### src/rtl/msi_gen_pkg.sv
package msi_gen_pkg;
    localparam int ADDR_HALF_W = 32;
    localparam int MSG_ADDR_W  = 2 * ADDR_HALF_W;
    localparam int MSG_DATA_W  = 32;
    localparam int CFG_DATA_W  = 16;
    localparam int LOG_W       = 3;

    typedef enum logic [1:0] {
        ST_OFF,
        ST_IDLE,
        ST_SEND
    } gen_state_e;
endpackage

### src/rtl/msi_vec_window.sv
// Clamps the encoded vector count and builds the legal-vector window.
module msi_vec_window
    import msi_gen_pkg::*;
#(
    parameter int MAX_VEC = 32
) (
    input  logic [LOG_W-1:0]   vec_log2,
    output logic [LOG_W-1:0]   eff_log2,
    output logic [MAX_VEC-1:0] win
);
    localparam int MAX_LOG = $clog2(MAX_VEC);

    always_comb begin
        if (vec_log2 > LOG_W'(MAX_LOG)) eff_log2 = LOG_W'(MAX_LOG);
        else                            eff_log2 = vec_log2;
    end

    for (genvar i = 0; i < MAX_VEC; i++) begin : g_win
        assign win[i] = (32'(i) < (32'd1 << eff_log2));
    end
endmodule

### src/rtl/msi_low_pick.sv
// Lowest-index set bit finder.
module msi_low_pick #(
    parameter int WIDTH = 32,
    localparam int IDX_W = $clog2(WIDTH)
) (
    input  logic [WIDTH-1:0] cand,
    output logic             any,
    output logic [IDX_W-1:0] idx
);
    always_comb begin
        idx = '0;
        for (int i = WIDTH - 1; i >= 0; i--) begin
            if (cand[i]) idx = IDX_W'(i);
        end
        any = |cand;
    end
endmodule

### src/rtl/msi_msg_fmt.sv
// Forms the message address and data for one vector.
module msi_msg_fmt
    import msi_gen_pkg::*;
#(
    parameter int MAX_VEC = 32,
    localparam int IDX_W = $clog2(MAX_VEC)
) (
    input  logic [IDX_W-1:0]       vec,
    input  logic [LOG_W-1:0]       eff_log2,
    input  logic                   addr64_mode,
    input  logic [ADDR_HALF_W-1:0] addr_lo,
    input  logic [ADDR_HALF_W-1:0] addr_hi,
    input  logic [CFG_DATA_W-1:0]  data_cfg,
    output logic [MSG_ADDR_W-1:0]  addr_n,
    output logic [MSG_DATA_W-1:0]  data_n
);
    logic [CFG_DATA_W-1:0] low_mask;
    logic [CFG_DATA_W-1:0] merged;
    logic [ADDR_HALF_W-1:0] lo_aligned;

    always_comb begin
        low_mask   = (CFG_DATA_W'(1) << eff_log2) - CFG_DATA_W'(1);
        merged     = (data_cfg & ~low_mask) | (CFG_DATA_W'(vec) & low_mask);
        data_n     = {{(MSG_DATA_W - CFG_DATA_W){1'b0}}, merged};
        lo_aligned = {addr_lo[ADDR_HALF_W-1:2], 2'b00};
        addr_n     = addr64_mode ? {addr_hi, lo_aligned}
                                 : {{ADDR_HALF_W{1'b0}}, lo_aligned};
    end
endmodule

### src/rtl/msi_pend_track.sv
// Masked-pending and stall-queue bitmaps plus deliverable set.
module msi_pend_track #(
    parameter int MAX_VEC = 32,
    localparam int IDX_W = $clog2(MAX_VEC)
) (
    input  logic               clk,
    input  logic               rst_n,
    input  logic               req_valid,
    input  logic [IDX_W-1:0]   req_vec,
    input  logic               msi_en,
    input  logic               mask_cap,
    input  logic [MAX_VEC-1:0] mask_bits,
    input  logic               cfg_wr,
    input  logic [MAX_VEC-1:0] win,
    input  logic               launch,
    input  logic [IDX_W-1:0]   launch_vec,
    output logic [MAX_VEC-1:0] pend_o,
    output logic [MAX_VEC-1:0] cand
);
    logic [MAX_VEC-1:0] pend_q, wait_q;
    logic [MAX_VEC-1:0] req_oh, clr_oh, trim, mask_eff;
    logic               req_ok, req_masked;

    always_comb begin
        req_oh     = MAX_VEC'(1) << req_vec;
        clr_oh     = launch ? (MAX_VEC'(1) << launch_vec) : '0;
        req_ok     = req_valid && msi_en && win[req_vec];
        mask_eff   = mask_cap ? mask_bits : '0;
        req_masked = req_ok && mask_eff[req_vec];
        trim       = (cfg_wr && msi_en) ? win : '1;
        cand       = (wait_q | (pend_q & ~mask_eff)) & win;
    end

    always_ff @(posedge clk) begin
        if (!rst_n) begin
            pend_q <= '0;
            wait_q <= '0;
        end else begin
            pend_q <= ((pend_q & ~clr_oh) | (req_masked ? req_oh : '0)) & trim;
            wait_q <= ((wait_q & ~clr_oh)
                       | ((req_ok && !req_masked) ? req_oh : '0)) & trim;
        end
    end

    assign pend_o = pend_q;
endmodule

### src/rtl/msi_msg_gen.sv
// Top: control FSM and output message register.
module msi_msg_gen
    import msi_gen_pkg::*;
#(
    parameter int MAX_VEC = 32,
    localparam int IDX_W = $clog2(MAX_VEC)
) (
    input  logic                   clk,
    input  logic                   rst_n,
    input  logic                   req_valid,
    input  logic [IDX_W-1:0]       req_vec,
    input  logic                   msi_en,
    input  logic [LOG_W-1:0]       vec_log2,
    input  logic                   addr64_mode,
    input  logic                   mask_cap,
    input  logic                   cfg_wr,
    input  logic [ADDR_HALF_W-1:0] addr_lo,
    input  logic [ADDR_HALF_W-1:0] addr_hi,
    input  logic [CFG_DATA_W-1:0]  data_cfg,
    input  logic [MAX_VEC-1:0]     mask_bits,
    output logic [MAX_VEC-1:0]     pend_o,
    output logic                   msg_valid,
    input  logic                   msg_ready,
    output logic [MSG_ADDR_W-1:0]  msg_addr,
    output logic [MSG_DATA_W-1:0]  msg_data
);
    gen_state_e state_q, state_n;

    logic [LOG_W-1:0]      eff_log2;
    logic [MAX_VEC-1:0]    win, cand;
    logic                  cand_any, launch;
    logic [IDX_W-1:0]      pick_vec;
    logic [MSG_ADDR_W-1:0] addr_n;
    logic [MSG_DATA_W-1:0] data_n;

    msi_vec_window #(.MAX_VEC(MAX_VEC)) u_win (
        .vec_log2 (vec_log2),
        .eff_log2 (eff_log2),
        .win      (win)
    );

    msi_pend_track #(.MAX_VEC(MAX_VEC)) u_pend (
        .clk        (clk),
        .rst_n      (rst_n),
        .req_valid  (req_valid),
        .req_vec    (req_vec),
        .msi_en     (msi_en),
        .mask_cap   (mask_cap),
        .mask_bits  (mask_bits),
        .cfg_wr     (cfg_wr),
        .win        (win),
        .launch     (launch),
        .launch_vec (pick_vec),
        .pend_o     (pend_o),
        .cand       (cand)
    );

    msi_low_pick #(.WIDTH(MAX_VEC)) u_pick (
        .cand (cand),
        .any  (cand_any),
        .idx  (pick_vec)
    );

    msi_msg_fmt #(.MAX_VEC(MAX_VEC)) u_fmt (
        .vec         (pick_vec),
        .eff_log2    (eff_log2),
        .addr64_mode (addr64_mode),
        .addr_lo     (addr_lo),
        .addr_hi     (addr_hi),
        .data_cfg    (data_cfg),
        .addr_n      (addr_n),
        .data_n      (data_n)
    );

    // Next-state logic
    always_comb begin
        state_n = state_q;
        launch  = 1'b0;
        unique case (state_q)
            ST_OFF:  if (msi_en) state_n = ST_IDLE;
            ST_IDLE: begin
                if (!msi_en) begin
                    state_n = ST_OFF;
                end else if (cand_any) begin
                    state_n = ST_SEND;
                    launch  = 1'b1;
                end
            end
            ST_SEND: if (msg_ready) state_n = ST_IDLE;
            default: state_n = ST_OFF;
        endcase
    end

    // State register
    always_ff @(posedge clk) begin
        if (!rst_n) state_q <= ST_OFF;
        else        state_q <= state_n;
    end

    // Output register
    always_ff @(posedge clk) begin
        if (!rst_n) begin
            msg_addr <= '0;
            msg_data <= '0;
        end else if (launch) begin
            msg_addr <= addr_n;
            msg_data <= data_n;
        end
    end

    assign msg_valid = (state_q == ST_SEND);
endmodule

### config.mk
export PLATFORM = sky130hd
export DESIGN_NAME = msi_msg_gen
export DESIGN_NICKNAME = d
export VERILOG_FILES = /design/src/rtl/msi_gen_pkg.sv /design/src/rtl/msi_vec_window.sv /design/src/rtl/msi_low_pick.sv /design/src/rtl/msi_msg_fmt.sv /design/src/rtl/msi_pend_track.sv /design/src/rtl/msi_msg_gen.sv
export SDC_FILE = /design/constraint.sdc
export NUM_CORES = 1
export LEC_CHECK = 0
export BUFFER_PORTS_ARGS = -buffer_cell sky130_fd_sc_hd__buf_2
export CORE_AREA = 8 8 183 185
export CTS_CLUSTER_SIZE = 30
export DETAILED_ROUTE_END_ITERATION = 8
export DIE_AREA = 0 0 191 193
export MAX_ROUTING_LAYER = met4
export SLEW_MARGIN = 20
export SYNTH_ARGS = -nofsm -noshare
export SYNTH_HDL_FRONTEND = slang
export SYNTH_SLANG_ARGS = --single-unit
export TNS_END_PERCENT = 1
### constraint.sdc
create_clock -name clk -period 5.85 [get_ports clk]
set_input_delay 1.17 -clock clk [delete_from_list [all_inputs] [get_ports clk]]
set_output_delay 1.17 -clock clk [all_outputs]
set_load 0.005 [all_outputs]
==> results of run 1 <==
[worst max-delay path, delay by kind of cell]
kind | cells | cell delay (ns)
AOI/OAI and AO/OA | 4 | 0.80
adders and majority gates | 1 | 0.31
buffers and inverters | 3 | 0.81
and+or+nand+nor | 6 | 1.72
[registers in the layout (all words and copies together), names as in the netlist]
signal and cells:
state_q 2, u_pend.pend_o 32, msg_addr 62, msg_data 16, u_pend.wait_q 32
[routing by layer]
| layer | global-route usage, % | part of all wire (%) | vias up |
|---|---|---|---|
| met2 | 24.2 | 47 | 390 |
| met3 | 2.91 | 7.1 | 57 |
| met4 | 7.52 | 3.7 | 0 |
| li1 | - | - | 3751 |
| met1 | 20.1 | 42 | 3682 |
| met5 | - | 0 | - |
[metrics by stage]
stage	area, sq um	std cells	setup WS, ns	power [mW]
CTS	9590	1550	1.48	2.32
global placement	9020	1518	1.08	1.22
finish	9600	1551	1.36	2.30
global route	9600	1551	1.08	2.39
detailed placement	9020	1518	1.03	1.22
floorplan	7630	948	1.90	1.14
[report_power, final]
part	internal, mW	switching, mW	leakage, nW
Combinational	0.0798	0.139	2.41
Sequential	0.984	0.00270	1.16
Clock	0.599	0.496	0.267
[area by class of cell]
| type | instances | area [sq um] |
|---|---|---|
| fill | 3334 | 21200 |
| multi-input combinational | 705 | 4270 |
| sequential | 144 | 2880 |
| timing repair buffer | 252 | 1310 |
| tap | 402 | 503 |
| clock buffer | 17 | 425 |
| clock inverter | 15 | 151 |
| inverter | 15 | 56.3 |
| antenna | 1 | 2.50 |
[placed cells by master, fill, tap and decap left out, types with 6 or more instances in the layout]
cell and count:
clkbuf_16 17, a21boi_0 75, o21a_1 6, inv_1 15, o22ai_1 22, buf_2 236, a31oi_1 19, dfxtp_1 144
buf_4 15, o21ai_1 10, a211oi_1 8, nand2_1 176, a21boi_1 24, nor3_1 14, conb_1 20, o21ai_0 25
and2_1 8, nor2_1 24, nand3_1 74, o31ai_1 20, nor4_1 6, a21oi_1 47, nor2b_1 12, o41ai_1 7
mux4_2 6
[cell families (layout without fill, tap and decap cells)]
kind of cell,count (synthesis),count (layout),synth area share [%]
simple gates,348,348,21.3
other cells,2,21,0.0992
fa+ha+maj,4,4,0.661
flops,144,144,38.1
mux,12,12,2.61
xor+xnor,1,1,0.116
compound gates,320,320,30.3
buf+inv,99,299,6.75
[final timing paths]
path	startpoint	endpoint	slack (ns)	cells after the start
max reg2reg	u_pend.pend_o[10]$_SDFF_PN0_	msg_addr[11]$_SDFFE_PN0P_	2.46	9
max	vec_log2[2]	msg_addr[11]$_SDFFE_PN0P_	1.36	14
min	msg_addr[31]$_SDFFE_PN0P_	msg_addr[31]$_SDFFE_PN0P_	0.45	2
min reg2reg	msg_addr[31]$_SDFFE_PN0P_	msg_addr[31]$_SDFFE_PN0P_	0.45	2
==> results.yml, run 1 <==
status:
  status: "completed"
floorplan:
  io_pins: 257
  core_sq_um: 30800
  initial_core_util_pct: 24.6
  fp.dieW_microns: 191
  die_h_microns: 193
  dieArea_sq_um: 36900
  row_count: 65
route:
  drt_iter0_markers: 672
  wl_per_cell_microns: 19.3
  num_vias: 7880
  ant_nets: 0
  routed_via_density: 5.08
  drc: 0
  wirelength_mm: 29.9
  first_pass_iters: 6
sta:
  relSlewSlack_pct: 34.4
  worstMarginPinSlew_ns: 0.974
  tns_ns: 0
  rsz0062_at_grt: "false"
  maxSlewViolCount: 0
  whs_ns: 0.453
  hold_violations: 0
  setup_viol: 0
  min_period_ns: 4.49
  finalCritPeriodShare_pct: 76.7
  max_freq_mhz: 223
  skew_ns: 0.0167
yosys:
  yosys_warnings: 0
  synth_top_cell_area_share_pct: 38.1
  syn_inst: 930
  synth_edf_count: 0
  synth_common_cells: "nand2_1, dfxtp_1, a21boi_0"
  yosys.area.top_type: "dfxtp_1"
  synth.area.top_cells: "dfxtp_1, nand2_1, a21boi_0, nand3_1, a21oi_1"
  async_flop_share_pct: 0
  synthFlopType: "dfxtp_1"
  syn_avg_cell_area_sq_um: 8.14
  ys_seq_area_share_pct: 38.1
  synth_seq_cells: 144
  synth_cell_types: 77
  syn_area_sq_um: 7570
  synth.most_common_cell: "nand2_1"
global_routing:
  grtUsageTotal_pct: 15.9
  grt_pass1_vias: 7534
  overflow: 0
  antenna_found_initial: 1
  grt_pass1_wl_mm: 43.9
  grt_max_degree: 87
worst_setup_path:
  cp.arrival_ns: 4.85
  end_kind: "flip-flop"
  crit_chain: "buf_2 -> nor2_1 -> nand2_1 -> inv_1 -> ha_1 -> o31a_1 -> o21ai_0 -> o211ai_1 -> nor3_1 -> nand2_1 -> nand2_2 -> buf_4 -> nand2_1 -> a21boi_0"
  crit_type: "input port to flip-flop"
  startpoint_type: "input port"
  cp.required_ns: 6.21
  critPathMostFrequentCell: "nand2_1"
  cp_max_fo: 24
  critPathMaxStageDelay_ns: 0.75
  cp_slowest_cell: "nor3_1"
clock_network:
  clockBufferDepth: 2
  cts_root_buffer: "clkbuf_16"
  postCtsHoldBufs: 0
  clk_pin_slew_ns: 0.07
  cts_resized: 0
  cts_made_buffers: 17
  htree_levels: 4
  postCtsSetupBuffers: 0
  cts_tree: "done"
  clock_sinks: 144
  worst_skew_pair.late_latency_ns: 0.44
placed_design:
  gp_congestion: 0.894
  dp_hpwl_mm: 22.6
  port_buffers: 236
worst_hold_path:
  hold_class: "flip-flop to flip-flop"
final_layout:
  nNetsFinal: 1267
  drive_gt1_share_pct: 27.9
  fin_util_pct: 31.1
  synthToLayoutAreaGrowth_pct: 26.9
power:
  ir_drop_mv: 0.175
  cellPowerDensity_nw_per_um2: 240
  p_leak_nw: 3.84
run:
  max-cap-violations: 0
No activity file was read; power rests on OpenSTA's default activity.
==> run 2: changes to the inputs <==
==> constraint.sdc (replaced) <==
create_clock -name clk -period 4.5 [get_ports clk]
set_input_delay 0.9 -clock clk [delete_from_list [all_inputs] [get_ports clk]]
set_output_delay 0.9 -clock clk [all_outputs]
set_load 0.005 [all_outputs]
==> results.yml, run 2 (same netlist as run 1, synthesis figures left out) <==
sta:
  hold_violations: 0
  rsz0062_at_grt: "false"
  relSlewSlack_pct: 31.3
  finalCritPeriodShare_pct: 82.3
  max_freq_mhz: 270
  maxSlewViolCount: 0
  skew_ns: 0.0165
  worstMarginPinSlew_ns: 1.02
  min_period_ns: 3.70
  tns_ns: 0
  setup_viol: 0
route:
  wl_per_cell_microns: 19.4
  wirelength_mm: 30.4
  drc: 0
  routed_via_density: 5.13
  ant_nets: 0
  first_pass_iters: 6
  drt_iter0_markers: 747
  num_vias: 8054
power:
  switching_share_pct: 26.8
  cellPowerDensity_nw_per_um2: 306
  ir_drop_mv: 0.253
  p_switching_mw: 0.801
  p_leak_nw: 3.94
  pwr-share-clk_pct: 47.1
  intPower_mw: 2.19
  p_total_mw: 2.99
  seqPwrFrac_pct: 42.9
  p_comb_share_pct: 9.9
worst_setup_path:
  startpoint_type: "input port"
  worst_r2r_path_depth: 8
  critPathMostFrequentCell: "a21o_1"
  cp_max_fo: 8
  r2r_end: "u_pend.wait_q[24]$_SDFF_PN0_"
  end_kind: "flip-flop"
  crit_type: "input port to flip-flop"
  cp.required_ns: 4.83
  r2r-start: "u_pend.pend_o[16]$_SDFF_PN0_"
  cp_slowest_cell: "nor2_1"
  r2r_slack_ns: 1.46
  cp.arrival_ns: 4.03
  crit_chain: "buf_2 -> or3_1 -> inv_1 -> ha_1 -> o21a_1 -> o22ai_1 -> nand2_1 -> a21o_1 -> a21o_1 -> nor2_1 -> a211oi_2 -> a221oi_1"
  critPathMaxStageDelay_ns: 0.67
floorplan:
  fp.dieW_microns: 191
  dieArea_sq_um: 36900
  io_pins: 257
  initial_core_util_pct: 24.6
  die_h_microns: 193
  row_count: 65
  core_sq_um: 30800
clock_network:
  cts_made_buffers: 17
  clock_sinks: 144
  postCtsHoldBufs: 0
  cts_tree: "done"
  cts_root_buffer: "clkbuf_16"
  worst_skew_pair.late_latency_ns: 0.44
  clk_pin_slew_ns: 0.07
  clockBufferDepth: 2
  postCtsSetupBuffers: 0
  cts_resized: 0
  htree_levels: 4
global_routing:
  overflow: 0
  grt_pass1_vias: 7616
  antenna_found_initial: 2
  grtUsageTotal_pct: 16.2
  grt_pass1_wl_mm: 44.6
  grt_max_degree: 76
placed_design:
  dp_hpwl_mm: 23.2
  gp_congestion: 0.918
  port_buffers: 236
final_layout:
  regMostFlops: "msg_addr"
  largest_register_ffs: 62
  nNetsFinal: 1284
  drive_gt1_share_pct: 28.9
  final_cell_mix: "buf_2, nand2_1, dfxtp_1"
  seqCellArea_sq_um: 2880
  fillers: 3290
  multiInputGateArea_sq_um: 4270
  synthToLayoutAreaGrowth_pct: 29.0
  final_common_cell: "buf_2"
worst_hold_path:
  holdPathStages: 2
  min_to: "msg_addr[63]$_SDFFE_PN0P_"
  min_from: "msg_addr[63]$_SDFFE_PN0P_"
  hold_class: "flip-flop to flip-flop"
status:
  status: "completed"
run:
  max-cap-violations: 0
## run 2: power by group through the flow
stage | Combinational [mW] | Clock [mW] | Sequential, mW
2_1_floorplan | 0.166 | 0 | 1.31
3_3_place_gp | 0.287 | 0 | 1.31
3_5_place_dp | 0.289 | 0 | 1.31
4_1_cts | 0.291 | 1.44 | 1.28
5_1_grt | 0.317 | 1.49 | 1.28
6_report | 0.297 | 1.41 | 1.28
## run 2: final cells by class
cell class	count	area share [%]
clock buffer	19	4.64
sequential	144	29.5
clock inverter	13	1.32
timing repair buffer	269	15.0
multi-input combinational	705	43.7
inverter	15	0.577
tap	402	5.15
antenna	3	0.0769
## run 2: metrics by stage
stage               area [sq um]  worst slack, ns  util, %  hold WS (ns)  cells
detailed placement          9170            0.369     29.8         0.442   1535
global route                9760            0.571     31.7         0.468   1569
floorplan                   7630            0.820        -         0.436    948
finish                      9760            0.798     31.7         0.448   1570
CTS                         9760            0.819     31.7         0.452   1567
global placement            9170            0.411     29.8         0.435   1535
## run 2: worst max path at each step
stage / endpoint / startpoint
5_1_grt: u_pend.wait_q[24]$_SDFF_PN0_ / vec_log2[2]
6_report: u_pend.wait_q[24]$_SDFF_PN0_ / vec_log2[2]
3_5_place_dp: u_pend.wait_q[24]$_SDFF_PN0_ / vec_log2[2]
3_3_place_gp: u_pend.wait_q[2]$_SDFF_PN0_ / vec_log2[2]
2_1_floorplan: u_pend.wait_q[22]$_SDFF_PN0_ / vec_log2[1]
4_1_cts: u_pend.wait_q[24]$_SDFF_PN0_ / vec_log2[2]
## run 2: worst max-delay path: cells and delay by family
kind            cells  cell delay, ns
compound gates      6            1.57
fa+ha+maj           1            0.30
buf+inv             2            0.28
simple gates        3            0.97
## run 2: layer usage
metal / global-route usage (%) / wire length (microns)
met1: 20.2 / 12700
met2: 24.6 / 14200
met5: - / 0
met3: 3.33 / 2440
met4: 7.70 / 1090
==> run 3: changes to the inputs <==
--- a/config.mk
+++ b/config.mk
@@ -5,11 +5,12 @@
 export SDC_FILE = /design/constraint.sdc
 export NUM_CORES = 1
 export LEC_CHECK = 0
+export ABC_AREA = 1
 export BUFFER_PORTS_ARGS = -buffer_cell sky130_fd_sc_hd__buf_2
-export CORE_AREA = 8 8 183 185
+export CORE_AREA = 8 8 180 182
 export CTS_CLUSTER_SIZE = 30
 export DETAILED_ROUTE_END_ITERATION = 8
-export DIE_AREA = 0 0 191 193
+export DIE_AREA = 0 0 188 190
 export MAX_ROUTING_LAYER = met4
 export SLEW_MARGIN = 20
 export SYNTH_ARGS = -nofsm -noshare
==> constraint.sdc (replaced) <==
create_clock -name clk -period 3.2 [get_ports clk]
set_input_delay 0.64 -clock clk [delete_from_list [all_inputs] [get_ports clk]]
set_output_delay 0.64 -clock clk [all_outputs]
set_load 0.005 [all_outputs]
==> results.yml, run 3 <==
status:
  status: "completed"
clock_network:
  worst_skew_pair.late_latency_ns: 0.44
  clockBufferDepth: 2
  clk_pin_slew_ns: 0.07
  postCtsHoldBufs: 0
  cts_root_buffer: "clkbuf_16"
  cts_made_buffers: 17
  cts_tree: "done"
  clock_sinks: 144
  htree_levels: 4
sta:
  maxSlewViolCount: 0
  min_period_ns: 3.14
  tns_ns: 0
  relSlewSlack_pct: 59.9
  setup_viol: 0
  max_freq_mhz: 319
  rsz0062_at_grt: "true"
  worstMarginPinSlew_ns: 0.601
  finalCritPeriodShare_pct: 98.1
  skew_ns: 0.0131
  hold_violations: 0
worst_hold_path:
  hold_class: "input port to flip-flop"
floorplan:
  row_count: 63
  dieArea_sq_um: 35700
  die_h_microns: 190
  fp.dieW_microns: 188
  io_pins: 257
  core_sq_um: 29400
  initial_core_util_pct: 24.8
global_routing:
  overflow: 0
  grt_pass1_vias: 7948
  grt_pass1_wl_mm: 44.2
  grtUsageTotal_pct: 16.2
  grt_max_degree: 55
  antenna_found_initial: 5
final_layout:
  multiInputGateArea_sq_um: 3940
  final_common_cell: "nand2_1"
  fillers: 3129
  seqCellArea_sq_um: 2880
  largest_register_ffs: 62
  regMostFlops: "msg_addr"
  final_cell_count_no_fill: 1777
  nNetsFinal: 1501
  final_cell_mix: "nand2_1, buf_2, dfxtp_1"
  drive_gt1_share_pct: 30.9
  fin_util_pct: 34.9
  synthToLayoutAreaGrowth_pct: 40.8
route:
  drc: 0
  drt_iter0_markers: 561
  num_vias: 8197
  first_pass_iters: 5
  ant_nets: 0
  wirelength_mm: 29.7
  wl_per_cell_microns: 16.7
  routed_via_density: 4.61
yosys:
  synth.most_common_cell: "nand2_1"
  synthFlopType: "dfxtp_1"
  yosys_warnings: 0
  synth_top_cell_area_share_pct: 39.5
  synth_seq_cells: 144
  synth.area.top_cells: "dfxtp_1, nand2_1, a21oi_1, nor2_1, o21ai_0"
  synth_edf_count: 0
  syn_area_sq_um: 7300
  synth_common_cells: "nand2_1, dfxtp_1, a21oi_1"
  ys_seq_area_share_pct: 39.5
  yosys.area.top_type: "dfxtp_1"
  synth_cell_types: 44
  syn_avg_cell_area_sq_um: 6.81
  async_flop_share_pct: 0
  syn_inst: 1071
power:
  ir_drop_mv: 0.305
  cellPowerDensity_nw_per_um2: 420
  p_total_mw: 4.31
  p_leak_nw: 4.51
run:
  max-cap-violations: 0
placed_design:
  port_buffers: 236
  gp_congestion: 0.919
  dp_hpwl_mm: 22.4
  placedCellCount: 1735
worst_setup_path:
  cp.arrival_ns: 3.44
  end_kind: "flip-flop"
  cp_slowest_cell: "nand4_1"
  cp.required_ns: 3.50
  cp_max_fo: 5
  critPathMaxStageDelay_ns: 0.27
  critPathMostFrequentCell: "nand2_1"
  r2r_slack_ns: 0.21
  crit_type: "input port to flip-flop"
  startpoint_type: "input port"
==> run 3: cell count changes after synthesis, sizes merged, moves of 24 or more <==
cell | before | now
nand2 | 178 | 300
a21oi | 50 | 131
a21boi | 99 | 0
o21ai | 37 | 61
nor2 | 25 | 114
inv | 15 | 77
==> run 3: layout make-up <==
cell class / count / share of cell area (%)
antenna: 5 / 0.122
clock inverter: 13 / 1.45
sequential: 144 / 28.1
tap: 390 / 4.75
multi-input combinational: 795 / 38.4
inverter: 78 / 2.85
timing repair buffer: 333 / 20.1
clock buffer: 19 / 4.31
==> run 3: what timing repair did <==
item,4_1_cts,5_1_grt
gates resized for setup,1,31
setup endpoints to repair,4,65
hold endpoints to repair,0,0
pin swaps,0,17
gates cloned,0,0
setup buffers,0,5
==> run 3: stage by stage <==
step	worst slack (ns)	instance area [sq um]	hold slack, ns
4_1_cts	0.00930	10100	0.437
2_1_floorplan	0.0132	7380	0.437
6_report	0.0617	10300	0.453
3_5_place_dp	-0.493	9500	0.450
3_3_place_gp	-0.503	9500	0.448
5_1_grt	-0.159	10300	0.452
==> run 3: kinds of logic after synthesis <==
kind of cell             share of synthesized area, %
AND/OR/NAND/NOR                                  32.0
AO/OA/AOI/OAI                                    18.4
buffers and inverters                            9.14
flip-flops                                       39.5
adder cells (fa/ha/maj)                         0.686
other                                           0.103
XOR/XNOR                                        0.120
==> run 3: worst paths after layout <==
path                                 from                      endpoint  cells past startpoint
min                            addr_lo[5]      msg_addr[5]$_SDFFE_PN0P_                      3
max                           vec_log2[0]  u_pend.pend_o[20]$_SDFF_PN0_                     32
max reg2reg  u_pend.pend_o[28]$_SDFF_PN0_  u_pend.pend_o[20]$_SDFF_PN0_                     35
min reg2reg  u_pend.wait_q[31]$_SDFF_PN0_  u_pend.wait_q[31]$_SDFF_PN0_                      2
==> run 3: power breakdown <==
part / total, mW / leakage [nW] / switching, mW / internal, mW
Clock: 2.06 / 0.281 / 0.878 / 1.18
Sequential: 1.81 / 1.16 / 0.00502 / 1.80
Combinational: 0.444 / 3.07 / 0.273 / 0.171
Total: 4.31 / 4.51 / 1.16 / 3.15
==> run 3: worst max-delay path, delay by kind of cell <==
family | cells | cell delay, ns
and+or+nand+nor | 23 | 1.77
AOI/OAI and AO/OA | 3 | 0.48
buffers and inverters | 5 | 0.32
adders and majority gates | 1 | 0.20
==> run 3: metal layers <==
layer | global-route usage (%) | part of all wire, % | vias to the layer above
met5 | - | 0 | -
met2 | 26.1 | 48 | 295
met4 | 6.18 | 2.5 | 0
met3 | 4.21 | 6.9 | 45
li1 | - | - | 4086
met1 | 19.1 | 42 | 3771
